File: src/rtl/rle_pack_pkg.sv
package rle_pack_pkg;

   typedef enum logic [2:0] {
      ACT_IDLE,
      ACT_PASS,
      ACT_REPEAT,
      ACT_COUNT,
      ACT_NEWRUN,
      ACT_FLUSH
   } rle_act_e;

endpackage

File: src/rtl/rle_grp_packer.sv
module rle_grp_packer #(
   parameter int N_GRP = 4,
   parameter int GRP_W = 8,
   localparam int WORD_W = N_GRP * GRP_W,
   localparam int LEN_W  = $clog2(N_GRP + 1)
) (
   input  logic [WORD_W-1:0] raw,
   input  logic [N_GRP-1:0]  grp_off,
   output logic [WORD_W-1:0] packed_word,
   output logic [LEN_W-1:0]  packed_len
);

   logic             all_off;
   logic [N_GRP-1:0] grp_en;

   assign all_off = &grp_off;

   for (genvar g = 0; g < N_GRP; g++) begin : g_en
      if (g == 0) begin : g_first
         assign grp_en[g] = all_off | ~grp_off[g];
      end else begin : g_rest
         assign grp_en[g] = ~grp_off[g];
      end
   end

   always_comb begin
      int k;
      k = 0;
      packed_word = '0;
      for (int g = 0; g < N_GRP; g++) begin
         if (grp_en[g]) begin
            packed_word[k*GRP_W +: GRP_W] = raw[g*GRP_W +: GRP_W];
            k++;
         end
      end
      packed_len = LEN_W'(k);
   end

endmodule

File: src/rtl/rle_run_tracker.sv
module rle_run_tracker
   import rle_pack_pkg::*;
#(
   parameter int N_GRP = 4,
   parameter int GRP_W = 8,
   localparam int WORD_W = N_GRP * GRP_W,
   localparam int LEN_W  = $clog2(N_GRP + 1)
) (
   input  logic              clk,
   input  logic              rst_n,
   input  logic              rle_en,
   input  logic              in_valid,
   input  logic [WORD_W-1:0] in_word,
   input  logic [LEN_W-1:0]  in_len,
   input  logic              in_last,
   output logic              in_ready,
   output logic              out_valid,
   output logic [WORD_W-1:0] out_word,
   output logic [LEN_W-1:0]  out_len,
   input  logic              out_ready
);

   localparam logic [WORD_W-1:0] ONE = WORD_W'(1);

   logic              run_active;
   logic              flush_pend;
   logic [WORD_W-1:0] held;
   logic [LEN_W-1:0]  held_len;
   logic [WORD_W-1:0] cnt;
   logic [WORD_W-1:0] cnt_nxt;
   logic [WORD_W-1:0] in_top;
   logic [WORD_W-1:0] hold_top;
   logic [WORD_W-1:0] cnt_max;
   logic [WORD_W-1:0] sample_clean;
   logic              same;
   rle_act_e          act;

   assign in_top       = (in_len == '0)   ? ONE : ONE << (int'(in_len) * GRP_W - 1);
   assign hold_top     = (held_len == '0) ? ONE : ONE << (int'(held_len) * GRP_W - 1);
   assign cnt_max      = hold_top - ONE;
   assign sample_clean = in_word & ~in_top;
   assign same         = run_active && (held_len == in_len) && (sample_clean == held);
   assign cnt_nxt      = cnt + ONE;

   always_comb begin
      act       = ACT_IDLE;
      out_valid = 1'b0;
      out_word  = in_word;
      out_len   = in_len;
      in_ready  = 1'b0;
      if (!rle_en) begin
         act       = ACT_PASS;
         out_valid = in_valid;
         in_ready  = out_ready;
      end else if (flush_pend) begin
         act = ACT_FLUSH;
         if (cnt != '0) begin
            out_valid = 1'b1;
            out_word  = cnt | hold_top;
            out_len   = held_len;
         end
      end else if (in_valid) begin
         if (same) begin
            act      = ACT_REPEAT;
            in_ready = 1'b1;
         end else if (run_active && cnt != '0) begin
            act       = ACT_COUNT;
            out_valid = 1'b1;
            out_word  = cnt | hold_top;
            out_len   = held_len;
         end else begin
            act       = ACT_NEWRUN;
            out_valid = 1'b1;
            out_word  = sample_clean;
            in_ready  = out_ready;
         end
      end
   end

   always_ff @(posedge clk) begin
      if (!rst_n || !rle_en) begin
         run_active <= 1'b0;
         flush_pend <= 1'b0;
         cnt        <= '0;
         held       <= '0;
         held_len   <= '0;
      end else begin
         case (act)
            ACT_REPEAT: begin
               cnt <= cnt_nxt;
               if (cnt_nxt == cnt_max || in_last) flush_pend <= 1'b1;
            end
            ACT_COUNT: begin
               if (out_ready) cnt <= '0;
            end
            ACT_NEWRUN: begin
               if (out_ready) begin
                  held       <= sample_clean;
                  held_len   <= in_len;
                  run_active <= 1'b1;
                  cnt        <= '0;
                  if (in_last) flush_pend <= 1'b1;
               end
            end
            ACT_FLUSH: begin
               if (cnt == '0 || out_ready) begin
                  cnt        <= '0;
                  run_active <= 1'b0;
                  flush_pend <= 1'b0;
               end
            end
            default: ;
         endcase
      end
   end

   // a run's count never passes the field's all-ones value
   p_cnt_bound_r7: assert property (@(posedge clk) disable iff (!rst_n)
      (rle_en && run_active) |-> (cnt <= cnt_max));

   // the stored run value never carries the flag bit
   p_held_clear_r4: assert property (@(posedge clk) disable iff (!rst_n)
      (rle_en && act == ACT_NEWRUN && out_ready) |=> ((held & hold_top) == '0));

   // an absorbed repeat adds exactly one to the count
   p_repeat_step_r5: assert property (@(posedge clk) disable iff (!rst_n)
      (rle_en && act == ACT_REPEAT) |=> (cnt == $past(cnt) + ONE));

   // a completed flush leaves no open run
   p_flush_ends_r8: assert property (@(posedge clk) disable iff (!rst_n)
      (rle_en && flush_pend && (cnt == '0 || out_ready)) |=> !run_active);

endmodule

File: src/rtl/rle_byte_ser.sv
module rle_byte_ser #(
   parameter int N_GRP = 4,
   parameter int GRP_W = 8,
   localparam int WORD_W = N_GRP * GRP_W,
   localparam int LEN_W  = $clog2(N_GRP + 1)
) (
   input  logic              clk,
   input  logic              rst_n,
   input  logic              w_valid,
   input  logic [WORD_W-1:0] w_word,
   input  logic [LEN_W-1:0]  w_len,
   output logic              w_ready,
   output logic              b_valid,
   output logic [GRP_W-1:0]  b_data,
   input  logic              b_ready
);

   logic [WORD_W-1:0] sh;
   logic [LEN_W-1:0]  rem;

   assign b_valid = (rem != '0);
   assign b_data  = sh[GRP_W-1:0];
   assign w_ready = (rem == '0) || (rem == LEN_W'(1) && b_ready);

   generate
      if (N_GRP == 1) begin : g_one
         always_ff @(posedge clk) begin
            if (!rst_n) begin
               sh  <= '0;
               rem <= '0;
            end else if (w_valid && w_ready) begin
               sh  <= w_word;
               rem <= w_len;
            end else if (b_valid && b_ready) begin
               rem <= rem - LEN_W'(1);
            end
         end
      end else begin : g_multi
         always_ff @(posedge clk) begin
            if (!rst_n) begin
               sh  <= '0;
               rem <= '0;
            end else if (w_valid && w_ready) begin
               sh  <= w_word;
               rem <= w_len;
            end else if (b_valid && b_ready) begin
               sh  <= {{GRP_W{1'b0}}, sh[WORD_W-1:GRP_W]};
               rem <= rem - LEN_W'(1);
            end
         end
      end
   endgenerate

   // an offered byte stays put until taken
   p_hold_r9: assert property (@(posedge clk) disable iff (!rst_n)
      (b_valid && !b_ready) |=> (b_valid && $stable(b_data)));

   // the last byte taken with nothing loaded empties the stage
   p_drain_r9: assert property (@(posedge clk) disable iff (!rst_n)
      (b_valid && b_ready && rem == LEN_W'(1) && !w_valid) |=> !b_valid);

   // a loaded word is one to N_GRP bytes long
   p_len_range_r1: assert property (@(posedge clk) disable iff (!rst_n)
      (w_valid && w_ready) |=> (rem >= LEN_W'(1) && rem <= LEN_W'(N_GRP)));

endmodule

File: src/rtl/rle_pack_enc.sv
module rle_pack_enc #(
   parameter int N_GRP = 4,
   parameter int GRP_W = 8,
   localparam int WORD_W = N_GRP * GRP_W,
   localparam int LEN_W  = $clog2(N_GRP + 1)
) (
   input  logic              clk,
   input  logic              rst_n,
   input  logic              rle_en,
   input  logic [N_GRP-1:0]  grp_off,
   input  logic              s_valid,
   output logic              s_ready,
   input  logic [WORD_W-1:0] s_data,
   input  logic              s_last,
   output logic              b_valid,
   input  logic              b_ready,
   output logic [GRP_W-1:0]  b_data
);

   if (N_GRP < 1) begin : g_bad_ngrp
      $error("rle_pack_enc: N_GRP must be at least 1");
   end
   if (GRP_W < 2) begin : g_bad_grpw
      $error("rle_pack_enc: GRP_W must be at least 2");
   end

   logic [WORD_W-1:0] pk_word;
   logic [LEN_W-1:0]  pk_len;
   logic              t_valid;
   logic [WORD_W-1:0] t_word;
   logic [LEN_W-1:0]  t_len;
   logic              t_ready;

   rle_grp_packer #(.N_GRP(N_GRP), .GRP_W(GRP_W)) u_pack (
      .raw         (s_data),
      .grp_off     (grp_off),
      .packed_word (pk_word),
      .packed_len  (pk_len)
   );

   rle_run_tracker #(.N_GRP(N_GRP), .GRP_W(GRP_W)) u_run (
      .clk       (clk),
      .rst_n     (rst_n),
      .rle_en    (rle_en),
      .in_valid  (s_valid),
      .in_word   (pk_word),
      .in_len    (pk_len),
      .in_last   (s_last),
      .in_ready  (s_ready),
      .out_valid (t_valid),
      .out_word  (t_word),
      .out_len   (t_len),
      .out_ready (t_ready)
   );

   rle_byte_ser #(.N_GRP(N_GRP), .GRP_W(GRP_W)) u_ser (
      .clk     (clk),
      .rst_n   (rst_n),
      .w_valid (t_valid),
      .w_word  (t_word),
      .w_len   (t_len),
      .w_ready (t_ready),
      .b_valid (b_valid),
      .b_data  (b_data),
      .b_ready (b_ready)
   );

   // in plain mode no sample is taken while the byte stage is busy
   p_stall_r9: assert property (@(posedge clk) disable iff (!rst_n)
      (!rle_en && !t_ready) |-> !s_ready);

endmodule

File: config.mk
export PLATFORM = sky130hd
export DESIGN_NAME = rle_pack_enc
export DESIGN_NICKNAME = d
export VERILOG_FILES = /design/src/rtl/rle_pack_pkg.sv /design/src/rtl/rle_grp_packer.sv /design/src/rtl/rle_run_tracker.sv /design/src/rtl/rle_byte_ser.sv /design/src/rtl/rle_pack_enc.sv
export SDC_FILE = /design/constraint.sdc
export NUM_CORES = 1
export LEC_CHECK = 0
export ABC_CLOCK_PERIOD_IN_PS = 9400
export BUFFER_PORTS_ARGS = -buffer_cell sky130_fd_sc_hd__clkbuf_2
export CAP_MARGIN = 10
export CELL_PAD_IN_SITES_DETAIL_PLACEMENT = 1
export CELL_PAD_IN_SITES_GLOBAL_PLACEMENT = 1
export CORE_ASPECT_RATIO = 1.75
export CORE_MARGIN = 2
export CORE_UTILIZATION = 35
export CTS_CLUSTER_DIAMETER = 200
export CTS_CLUSTER_SIZE = 25
export DETAILED_ROUTE_END_ITERATION = 16
export GPL_ROUTABILITY_DRIVEN = 0
export PLACE_DENSITY_LB_ADDON = 0.1
export SETUP_SLACK_MARGIN = 0.05
export SYNTH_ARGS = -nofsm -noshare
export SYNTH_HDL_FRONTEND = slang
export SYNTH_SLANG_ARGS = --single-unit
File: constraint.sdc
create_clock -name clk -period 9.4 [get_ports clk]
set_clock_uncertainty 0.15 [all_clocks]
set_input_delay 0.47 -clock clk [delete_from_list [all_inputs] [get_ports clk]]
set_output_delay 0.47 -clock clk [all_outputs]
set_load 0.005 [all_outputs]
== Word-level counts from Yosys, hierarchy flattened ==
Cells that the tools add are included.

* Add/sub/neg operators: 11
* Eq/ne operators: 13
* Shift operators: 8
* Multiplexer cells: 54
* Bitwise gates (word level): 5
* Reductions and logical operators: 28

{| class="wikitable"
|+ Operators with widths
! kind !! number
|-
| two-way mux 32 bit || 15
|-
| variable shift 8 x 33 -> 32 bit (first input constant) || 3
|-
| variable part select 8 x 33 -> 32 bit || 3
|-
| bitwise mux 32 bit || 3
|-
| one-hot mux 32 bit (3 select lines) || 1
|-
| negation 32 -> 33 bit || 2
|-
| equality test 32 bit || 2
|-
| << shifter 1 x 32 -> 32 bit (first input constant) || 2
|-
| two-way mux 3 bit || 14
|-
| negation 4 -> 33 bit || 1
|-
| adder 32 x 1 -> 32 bit (second input constant) || 1
|-
| AND 32 bit || 1
|-
| logical NOT 32 bit || 1
|-
| NOT 32 bit || 1
|-
| bitwise OR 32 bit || 1
|-
| nonzero test 32 bit || 1
|-
| subtractor 32 x 1 -> 32 bit (second input constant) || 1
|-
| two-way mux 29 bit || 1
|-
| two-way mux 1 bit || 16
|-
| subtractor 6 x 1 -> 7 bit (second input constant) || 2
|-
| logical NOT 3 bit || 3
|-
| nonzero test 3 bit || 3
|-
| two-way mux 8 bit || 1
|-
| inequality test 2 x 1 -> 1 bit (second input constant) || 4
|-
| other kinds (23) || 36
|}

* Bits in registers: 104
* Logic and storage cells: 126

== Depth between registers and ports, before layout ==
Gate-level depths: netlist of the first run.

* Word-level depth: 24
* Mapped depth: 25
* Gate-level depth less buffers: 22

== Modules after synthesis ==
Synthesis of the first run repeated with hierarchy kept, for this count alone.

* Cell total of the unflattened synthesis: 1051
* Area total of the unflattened synthesis: 8142.8 sq um

{| class="wikitable"
|+ Modules (own cells, without submodules)
! module !! instances !! cells each !! area an instance (sq um) !! sequential area each (sq um)
|-
| rle_run_tracker || 1 || 733 || 5532.8 || 1381.3
|-
| rle_byte_ser || 1 || 200 || 1695.4 || 700.7
|-
| rle_grp_packer || 1 || 118 || 914.6 || 0.0
|}

== Worst setup path before layout of the first run ==
Ideal clock, no wire load.

* Kind: input-to-reg
* From: input grp_off[0]
* To: register u_ser.sh[15]
* Arrival time: 5617 ps
* Data required time: 9119 ps
* Setup slack: 3502 ps
* Stages on the path: 24
* Buffers on the path: 7
* Path through: clkbuf_1 -> clkbuf_1 -> nand2_1 -> inv_1 -> ha_1 -> clkbuf_2 -> xor2_2 -> clkbuf_1 -> ha_1 -> ha_1 -> buf_2 -> or4bb_1 -> nor4_1 -> a2111oi_0 -> a21oi_1 -> nand4_1 -> or4_1 -> or3_1 -> buf_4 -> nand4_2 -> a21oi_2 -> buf_2 -> a32oi_1 -> o31ai_1

* Word-level cells in the longest chain between the ends: 22
* Elaborated cells on any way between the ends: 49
* Classes of those cells: add/sub (7); eq/ne (2); shift (7); mux (23); bitwise (4); reduce/logical (6)

{| class="wikitable"
|+ Ends and longest elaborated chain
! element !! RTL line !! RTL
|-
| start, declared || rle_pack_enc.sv:10 || <nowiki>input logic [N_GRP-1:0] grp_off,</nowiki>
|-
| AND reduction 4 bit / NOT 1 bit (equally long branches) || rle_grp_packer.sv:16, rle_grp_packer.sv:20 ||
|-
| bitwise OR 1 bit * || rle_grp_packer.sv:20 || <nowiki>assign grp_en[g] = all_off | ~grp_off[g];</nowiki>
|-
| branches (longest 20 deep; another with negation 32 -> 33 bit) || -- ||
|-
| end signal, assigned || rle_byte_ser.sv:44 || <nowiki>sh <= w_word;</nowiki>
|-
| end signal, assigned || rle_byte_ser.sv:47 || <nowiki>sh <= {{GRP_W{1'b0}}, sh[WORD_W-1:GRP_W]};</nowiki>
|-
| end, declared || rle_byte_ser.sv:18 || <nowiki>logic [WORD_W-1:0] sh;</nowiki>
|}

Mark *: on every way between the ends.
A chain may end at the register's enable or synchronous reset.

== Worst setup path after layout of the first run ==
* From: input grp_off[1]
* To: register u_ser.sh[0]

* Word-level cells in the longest chain between the ends: 22
* Elaborated cells on any way between the ends: 48
* Classes of those cells: add/sub (7); eq/ne (2); shift (7); mux (23); bitwise (3); reduce/logical (6)

{| class="wikitable"
|+ Ends and longest elaborated chain
! element
|-
| branches (longest 22 deep; another with negation 32 -> 33 bit)
|}

Parallel ways; which one is timed is not known.

==> flow_summary.json, run 1 <==
{
  "finalCoreUtilization_pct": 38.06,
  "syn_inst": 1127,
  "fin_crit_sh_pct": 80.86,
  "ys_seq_area_share_pct": 24.74,
  "arrival_ps": 7740,
  "cts_tree": "yes",
  "synth.area.top_cells": "dfxtp_1 25%, nand2_1 5.1%, nor2_1 4.9%",
  "clk_latency_ps": 380,
  "final_common_cell": "nand2_1",
  "synth_top_flop_cell": "dfxtp_1",
  "remaining_drc_errors": 0,
  "grt_util_met2_pct": 57.63,
  "synth_top_family_by_area": "simple AND/OR/NAND/NOR gates",
  "drtIter0Drc": 644,
  "port_buffers": 51,
  "synth-edff-count": 0,
  "place_area_um2": 8772,
  "fin_nets": 1176,
  "core_area_um2": 23840,
  "boundaryPins": 52,
  "endpoint_kind": "register",
  "start_util_pct": 35.30,
  "num_rows": 75,
  "grt_first_pass_wirelength_mm": 58.01,
  "htree_levels": 3,
  "power_density_nw_per_um2": 157.8,
  "drive_above_1_share_pct": 10.47,
  "grt_max_degree": 60,
  "period_minus_slack_ps": 7601,
  "via_count": 9101,
  "critical_path_class": "input pin to register",
  "r2r_start": "u_run.held[14]",
  "synth_adder_area_share_pct": 3.271,
  "ys_types": 92,
  "max_cap_violations": 0,
  "wl_mm": 39.40,
  "holdCritPathClass": "register to register",
  "synth_compound_area_share_pct": 24.74,
  "mappedNetlistArea_um2": 8414,
  "clkTransAtPathRegs_ps": 80,
  "post-cts-setup-buffer-count": 0,
  "dr.pass1.iters": 5,
  "synth-xor-area-share_pct": 5.175,
  "fin_tns_setup_ps": 0,
  "instances_no_fill": 1425,
  "async_reset_ff_share_pct": 0,
  "drv_slew": 0,
  "grt_pass1_vias": 9305,
  "clock_path_buffers": 2,
  "vias_per_cell": 6.387,
  "synth.area.mux_share_pct": 5.323,
  "ant_nets": 0,
  "worstPathCellList": "clkbuf_2, nand3_1, nand2_1, inv_1, ha_1, xor2_2, ha_1, ha_1, or4bb_1, nor3_2, a221oi_1, a2111oi_0, a21oi_1, nand4_1, or3_1, nand4_2, nand2_1, buf_4, nand2_1, o32ai_1",
  "chipHeight_um": 209.1,
  "start_kind": "input pin",
  "r2r_setup_slack_ps": 4470,
  "grt_busiest_layer": "met2",
  "ctsRootBufferMaster": "clkbuf_16",
  "slew_headroom_pct": 31.86,
  "grt-ovfl-total": 0,
  "r2r_end": "u_run.cnt[10]",
  "numCtsBuffers": 9,
  "irDropWorstVdd_v": 0.0001014,
  "design_area_um2": 9071,
  "yosys.area.top_type": "dfxtp_1",
  "hold_buffers": 0,
  "synth-seq-cells": 104,
  "path_max_fanout": 29,
  "required_ps": 9540,
  "holdPathStages": 2,
  "use_met3_pct": 5.813,
  "finalSetupViolCount": 0,
  "place_hpwl_mm": 30.74,
  "synth-simple-area-share_pct": 29.71,
  "synth_nets": 1191,
  "min_to": "u_ser.sh[31]",
  "hp-start": "u_ser.sh[31]",
  "diodes": 0,
  "most-common-layout-cells": "114 x nand2_1, 110 x nor2_1, 104 x dfxtp_1, 71 x nand3_1, 60 x a21oi_1",
  "startpoint": "grp_off[1]",
  "die_area_um2": 25350,
  "use_met1_pct": 29.70,
  "dp.cells": 1409,
  "cpPeakStageDelay_ps": 760,
  "antenna_found_initial": 0,
  "area_growth_pct": 7.807,
  "synth_warnings": 0,
  "fmax_ghz": 0.1316,
  "syn_area_per_cell_um2": 7.466,
  "status": "finished clean",
  "worstMarginPinSlew_ps": 1011,
  "clkSinkCount": 104,
  "leakagePower_uw": 0.003068,
  "final-hold-violation-count": 0,
  "netlist.area_leader.share_pct": 24.74,
  "cts_resized": 0,
  "reg2reg_depth": 10,
  "rsz0062_at_grt": "false",
  "wl_per_cell_um": 27.65,
  "gr-usage-all-layers_pct": 31.06,
  "die_width_um": 121.2,
  "crit_slowest_cell": "a2111oi_0"
}
area by class of cell:
class	count	area (µm²)
Tap cell	308	385.4
Sequential cell	104	2082
Clock buffer	10	239.0
Clock inverter	6	60.06
Timing Repair Buffer	68	382.9
Inverter	43	161.4
Multi-Input combinational cell	886	5761
Fill cell	2971	14760
cell families after synthesis:
logic type                 Yosys count
AOI/OAI and AO/OA                  294
and+or+nand+nor                    479
DFF                                104
muxes                               44
xor gates and xnor gates            47
buffers and inverters              137
adders and majority gates           22
per-stage QoR:
step,setup slack (ps),hold WS [ps],total power [µW]
CTS,1891,309.9,1437
floorplan,3502,280.1,864.8
detailed placement,1537,315.7,1038
global route,1439,314.4,1506
finish,1799,325.9,1431
global placement,1558,294.2,1037
cell usage after synthesis, types with 9 or more instances:
| library cell | instances |
|---|---|
| nand2_1 | 115 |
| a311oi_1 | 14 |
| and3_1 | 9 |
| a22oi_1 | 18 |
| nor4_1 | 21 |
| nand4_1 | 32 |
| ha_1 | 22 |
| nor3_1 | 21 |
| buf_2 | 19 |
| o221ai_1 | 24 |
| nor2_1 | 110 |
| dfxtp_1 | 104 |
| a21oi_1 | 60 |
| a211oi_1 | 13 |
| nor2b_1 | 12 |
| nand2b_1 | 20 |
| buf_4 | 10 |
| o22ai_1 | 16 |
| mux2i_1 | 38 |
| a31oi_1 | 21 |
| xnor2_1 | 28 |
| xor2_1 | 17 |
| inv_1 | 42 |
| clkbuf_1 | 56 |
| nand3_1 | 71 |
| o21ai_0 | 35 |
metal layers:
layer	share of wire (%)	wire, µm	vias to the layer above
li1	-	-	4167
met1	34	13590	4481
met2	53	20710	305
met3	4.6	1808	148
met4	8.3	3285	0
met5	0	0	-
critical path, delay by kind of cell:
family / cells / cell delay, ps
AO/OA/AOI/OAI: 4 / 1530
XOR/XNOR: 1 / 600
adder cells (fa/ha/maj): 3 / 1100
buffers and inverters: 3 / 890
AND/OR/NAND/NOR: 9 / 3110
flip-flops by register name, summed over array words and instances (netlist names):
register,cells
u_ser.rem,3
u_run.cnt,32
u_run.held,32
u_run.held_len,3
u_run.flush_pend,1
u_ser.sh,32
u_run.run_active,1
power breakdown:
group / switching, µW / internal (µW) / total (µW)
clock network: 205 / 194 / 399
registers: 27.9 / 470 / 498
logic: 362 / 172 / 535
total: 595 / 836 / 1430
worst max path at each step:
stage,to,slack [ps],depth (start not counted)
after floorplan,u_ser.sh[15],3500,24
after global placement,u_ser.sh[0],1560,20
after detailed placement,u_ser.sh[0],1540,20
after CTS,u_ser.sh[0],1890,20
after global routing,u_ser.sh[0],1440,20
final,u_ser.sh[0],1800,20
Note: power is estimated with default switching activity, not from simulation.
==> inputs of run 2 (changes only) <==
--- a/config.mk
+++ b/config.mk
@@ -5,7 +5,7 @@
 export SDC_FILE = /design/constraint.sdc
 export NUM_CORES = 1
 export LEC_CHECK = 0
-export ABC_CLOCK_PERIOD_IN_PS = 9400
+export ABC_CLOCK_PERIOD_IN_PS = 6370
 export BUFFER_PORTS_ARGS = -buffer_cell sky130_fd_sc_hd__clkbuf_2
 export CAP_MARGIN = 10
 export CELL_PAD_IN_SITES_DETAIL_PLACEMENT = 1
==> constraint.sdc (replaced) <==
create_clock -name clk -period 6.37 [get_ports clk]
set_clock_uncertainty 0.15 [all_clocks]
set_input_delay 0.3185 -clock clk [delete_from_list [all_inputs] [get_ports clk]]
set_output_delay 0.3185 -clock clk [all_outputs]
set_load 0.005 [all_outputs]
==> flow_summary.json, run 2 (same netlist as run 1, synthesis figures left out) <==
{
  "die_area_um2": 25350,
  "status": "finished clean",
  "clk_latency_ps": 380,
  "arrival_ps": 6200,
  "clkTransAtPathRegs_ps": 80,
  "hold_buffers": 0,
  "finalSetupViolCount": 0,
  "vias_per_cell": 6.322,
  "seqPwrFrac_pct": 33.7,
  "ant_nets": 0,
  "critical_path_class": "input pin to register",
  "endpoint_kind": "register",
  "drive_above_1_share_pct": 13.12,
  "leakagePower_uw": 0.003264,
  "clock_path_buffers": 2,
  "period_minus_slack_ps": 6071,
  "place_ws_ps": -106.8,
  "n_fill_cell": 2988,
  "seqCellArea_um2": 2082,
  "worstPathCellList": "clkbuf_2, nand3_1, nand2_1, inv_1, ha_1, xor2_2, buf_4, ha_1, inv_1, o22ai_1, buf_4, inv_1, ha_1, a22o_1, a21boi_1, nand4_1, or4_1, or3_1, buf_4, or3_1, a311oi_1",
  "cp_num_buf_inv": 7,
  "power_switching_uw": 906.8,
  "slew_headroom_pct": 28.31,
  "grt_util_met2_pct": 58.06,
  "grt_pass1_vias": 9637,
  "wl_per_cell_um": 27.79,
  "remaining_drc_errors": 0,
  "area_growth_pct": 11.54,
  "fmax_ghz": 0.1647,
  "htree_levels": 3,
  "critPathTopFamily": "simple AND/OR/NAND/NOR gates",
  "clkSinkCount": 104,
  "swShare_pct": 41.47,
  "start_kind": "input pin",
  "die_width_um": 121.2,
  "irDropWorstVdd_v": 0.0001092,
  "final_common_cell": "nand2_1",
  "use_met3_pct": 8.051,
  "place_hpwl_mm": 31.24,
  "combPwrFrac_pct": 39.8,
  "core_area_um2": 23840,
  "path_max_fanout": 14,
  "required_ps": 6500,
  "fin_nets": 1210,
  "grt_max_degree": 61,
  "dr.pass1.iters": 4,
  "multi_input_area_um2": 5761,
  "reg.largest.list": "u_run.cnt: 32 flops, u_run.held: 32 flops, u_ser.sh: 32 flops",
  "cts_tree": "yes",
  "grt_busiest_layer": "met2",
  "chipHeight_um": 209.1,
  "most-common-layout-cells": "114 x nand2_1, 110 x nor2_1, 104 x dfxtp_1, 71 x nand3_1, 60 x a21oi_1",
  "setup_slack_ps": 298.7,
  "whs_ps": 198.7,
  "clockPowerShare_pct": 26.5,
  "final-hold-violation-count": 0,
  "max_cap_violations": 0,
  "power_uw": 2186,
  "ctsRootBufferMaster": "clkbuf_16",
  "power_density_nw_per_um2": 233.0,
  "boundaryPins": 52,
  "cpPeakStageDelay_ps": 620,
  "start_util_pct": 35.30,
  "antenna_found_initial": 1,
  "intPower_uw": 1280,
  "worstMarginPinSlew_ps": 1071,
  "drv_slew": 0,
  "drtIter0Drc": 522,
  "use_met1_pct": 31.35,
  "rsz0062_at_grt": "false",
  "grt-ovfl-total": 0,
  "num_rows": 75,
  "gr-usage-all-layers_pct": 32.34,
  "via_count": 9224,
  "numCtsBuffers": 9,
  "diodes": 0,
  "grt_first_pass_wirelength_mm": 60.35,
  "fin_crit_sh_pct": 95.31,
  "holdCritPathClass": "input pin to register",
  "wl_mm": 40.54,
  "crit_slowest_cell": "or4_1",
  "port_buffers": 51
}
run 2: stage by stage:
stage	util, %	instances	setup TNS [ps]	instance area (µm²)
4_1_cts	39.22	1454	0	9348
3_5_place_dp	37.98	1438	-2079	9052
5_1_grt	39.38	1459	0	9385
6_report	39.38	1459	0	9385
3_3_place_gp	37.98	1438	-96.27	9052
2_1_floorplan	-	1127	0	8414
run 2: path summary, 6_finish.rpt:
check                           slack, ps     startpoint  depth (start not counted)          endpoint
worst max-delay path                  300     grp_off[1]                         21     u_run.cnt[22]
worst min-delay path                  200         s_last                          4  u_run.flush_pend
worst min register to register        310   u_ser.sh[31]                          2      u_ser.sh[31]
worst max register to register       1940  u_run.held[9]                         10     u_run.cnt[22]
run 2: power groups by stage:
stage / sequential, µW / clock (µW) / combinational [µW]
finish: 736 / 580 / 871
floorplan: 729 / 0 / 547
detailed placement: 750 / 0 / 845
CTS: 735 / 594 / 848
global placement: 749 / 0 / 838
global route: 742 / 619 / 940
run 2: timing repair:
item | 4_1_cts | 5_1_grt
setup endpoints to repair | 0 | 70
buffers inserted | 0 | 5
gates resized for setup | 0 | 1
hold endpoints to repair | 0 | 0
run 2: layer usage:
| layer | share of wire [%] | vias to the layer above |
|---|---|---|
| li1 | - | 4241 |
| met1 | 35 | 4515 |
| met2 | 52 | 291 |
| met3 | 5.1 | 177 |
| met4 | 8.6 | 0 |
| met5 | 0 | - |
run 2: cell type report:
class                           count  area share [%]
Inverter                           43           1.720
Clock buffer                        9           2.400
Tap cell                          308           4.106
Timing Repair Buffer              102           7.466
Sequential cell                   104           22.18
Multi-Input combinational cell    886           61.38
Clock inverter                      7          0.7466
run 2: worst reg2reg max path: stages (launching register included):
cell	delay (ps)
dfxtp_1	560
nand2b_1	160
a211oi_1	60
o21ai_0	770
o2111ai_1	270
a2111oi_0	630
nand4_1	190
or3_1	640
buf_4	260
or3_1	360
a311oi_1	290
==> inputs of run 3 (changes only) <==
--- a/config.mk
+++ b/config.mk
@@ -5,7 +5,7 @@
 export SDC_FILE = /design/constraint.sdc
 export NUM_CORES = 1
 export LEC_CHECK = 0
-export ABC_CLOCK_PERIOD_IN_PS = 6370
+export ABC_CLOCK_PERIOD_IN_PS = 7430
 export BUFFER_PORTS_ARGS = -buffer_cell sky130_fd_sc_hd__clkbuf_2
 export CAP_MARGIN = 10
 export CELL_PAD_IN_SITES_DETAIL_PLACEMENT = 1
==> constraint.sdc (replaced) <==
create_clock -name clk -period 7.43 [get_ports clk]
set_clock_uncertainty 0.15 [all_clocks]
set_input_delay 0.3715 -clock clk [delete_from_list [all_inputs] [get_ports clk]]
set_output_delay 0.3715 -clock clk [all_outputs]
set_load 0.005 [all_outputs]
==> flow_summary.json, run 3 (same netlist as run 1, synthesis figures left out) <==
{
  "status": "finished clean",
  "grt_max_degree": 61,
  "arrival_ps": 6690,
  "wl_met1_mm": 13.71,
  "vias_per_cell": 6.298,
  "start_util_pct": 35.30,
  "endpoint_kind": "register",
  "final-hold-violation-count": 0,
  "final_common_cell": "nand2_1",
  "startpoint": "grp_off[3]",
  "fin_tns_setup_ps": 0,
  "boundaryPins": 52,
  "fin_nets": 1196,
  "wl_met3_mm": 1.765,
  "maxUsedRoutingLayer": "met4",
  "most-common-layout-cells": "114 x nand2_1, 110 x nor2_1, 104 x dfxtp_1, 71 x nand3_1, 60 x a21oi_1",
  "clkSinkCount": 104,
  "multi_input_area_um2": 5761,
  "worstMarginPinSlew_ps": 1051,
  "holdCritPathClass": "input pin to register",
  "drive_above_1_share_pct": 12.05,
  "place_hpwl_mm": 31.20,
  "n_fill_cell": 3016,
  "start_kind": "input pin",
  "wl_mm": 40.05,
  "worst-path-stages": 19,
  "place_ws_ps": 626.7,
  "dp.cells": 1429,
  "seqCellArea_um2": 2082,
  "cp_num_buf_inv": 4,
  "numCtsBuffers": 9,
  "r2r_setup_slack_ps": 2570,
  "drtIter0Drc": 580,
  "reg.largest.list": "u_run.cnt: 32 flops, u_run.held: 32 flops, u_ser.sh: 32 flops",
  "rsz0062_at_grt": "false",
  "instances_no_fill": 1445,
  "fin_crit_sh_pct": 88.04,
  "diodes": 0,
  "cts_resized": 0,
  "slew_headroom_pct": 29.22,
  "timing.critical_path.to": "u_ser.sh[9]",
  "remaining_drc_errors": 0,
  "wl_per_cell_um": 27.71,
  "leakagePower_uw": 0.003186,
  "critPathTopFamily": "simple AND/OR/NAND/NOR gates",
  "clkTransAtPathRegs_ps": 80,
  "port_buffers": 51,
  "ant_nets": 0,
  "reg2reg_depth": 11,
  "period_minus_slack_ps": 6542,
  "die_width_um": 121.2,
  "max_cap_violations": 0,
  "chipHeight_um": 209.1,
  "gr-usage-all-layers_pct": 31.83,
  "core_area_um2": 23840,
  "drv_slew": 0,
  "grt_first_pass_wirelength_mm": 59.03,
  "wl_met2_mm": 21.19,
  "finalSetupViolCount": 0,
  "cts_tree": "yes",
  "irDropWorstVdd_v": 0.0001140,
  "path_max_fanout": 26,
  "r2r_end": "u_ser.sh[9]",
  "r2r_start": "u_run.held[14]",
  "clock_path_buffers": 2,
  "required_ps": 7580,
  "setup_slack_ps": 888.4,
  "hold_buffers": 0,
  "critical_path_class": "input pin to register",
  "antenna_found_initial": 0,
  "via_count": 9101,
  "crit_slowest_cell": "a2111oi_0",
  "area_growth_pct": 10.41,
  "clk_latency_ps": 390,
  "post-cts-setup-buffer-count": 0,
  "power_density_nw_per_um2": 201.0,
  "fmax_ghz": 0.1529,
  "num_rows": 75,
  "htree_levels": 3,
  "worstPathCellList": "clkbuf_2, nand3_1, nand2_1, inv_1, ha_1, nor4b_4, inv_1, ha_1, and3b_1, nor3_1, a221o_1, or4b_1, a2111oi_0, nand4_1, or3_1, nand4_2, nand2_1, buf_4, o221ai_1",
  "grt_pass1_vias": 9372,
  "dr.pass1.iters": 5,
  "die_area_um2": 25350,
  "ctsRootBufferMaster": "clkbuf_16",
  "grt-ovfl-total": 0,
  "cpPeakStageDelay_ps": 790
}
run 3: cell count changes in the layout (fill, tap and decap cells not counted), sizes merged:
cell	previous run	this run
clkinvlp	0	1
inv	48	47
buf	51	37
run 3: layer usage:
layer	global-route usage, %	vias to the layer above
li1	-	4204
met1	30.68	4477
met2	58.10	281
met3	6.168	139
met4	24.30	0
met5	0	-
run 3: layout make-up:
type	instances	area share (%)
Sequential cell	104	22.41
Clock inverter	7	0.8620
Timing Repair Buffer	88	6.411
Inverter	43	1.737
Multi-Input combinational cell	886	62.01
Clock buffer	9	2.424
Tap cell	308	4.148
run 3: worst min path at each step:
| stage | startpoint | end | cells past startpoint | slack (ps) |
|---|---|---|---|---|
| floorplan | u_ser.sh[31] | u_ser.sh[31] | 2 | 280 |
| detailed placement | u_ser.sh[31] | u_ser.sh[31] | 2 | 320 |
| global placement | u_ser.sh[30] | u_ser.sh[30] | 2 | 310 |
| CTS | s_data[25] | u_run.held[25] | 3 | 190 |
| global route | s_data[25] | u_run.held[25] | 3 | 230 |
| finish | s_data[25] | u_run.held[25] | 3 | 210 |
run 3: power breakdown:
part	internal (µW)	total [µW]	switching [µW]
Sequential	595	631	36.1
Clock	241	509	268
Combinational	251	728	477
Total	1090	1870	781
run 3: metrics by stage:
stage / utilization (%) / power, µW / area [µm²] / hold WS [ps]
3_5_place_dp: 37.70 / 1359 / 8985 / 317.4
3_3_place_gp: 37.70 / 1354 / 8985 / 309.2
2_1_floorplan: - / 1094 / 8414 / 280.1
5_1_grt: 38.98 / 1968 / 9290 / 225.6
4_1_cts: 38.98 / 1879 / 9290 / 191.2
6_report: 38.98 / 1868 / 9290 / 206.8
run 3: worst reg2reg max path, cell delays in order (launching register included):
cell,delay [ps]
dfxtp_1,700
nand2b_1,190
a211oi_1,60
o21ai_0,850
o2111ai_1,200
a2111oi_0,680
nand4_1,230
or3_1,680
nand4_2,240
nand2_1,240
buf_4,340
o221ai_1,200
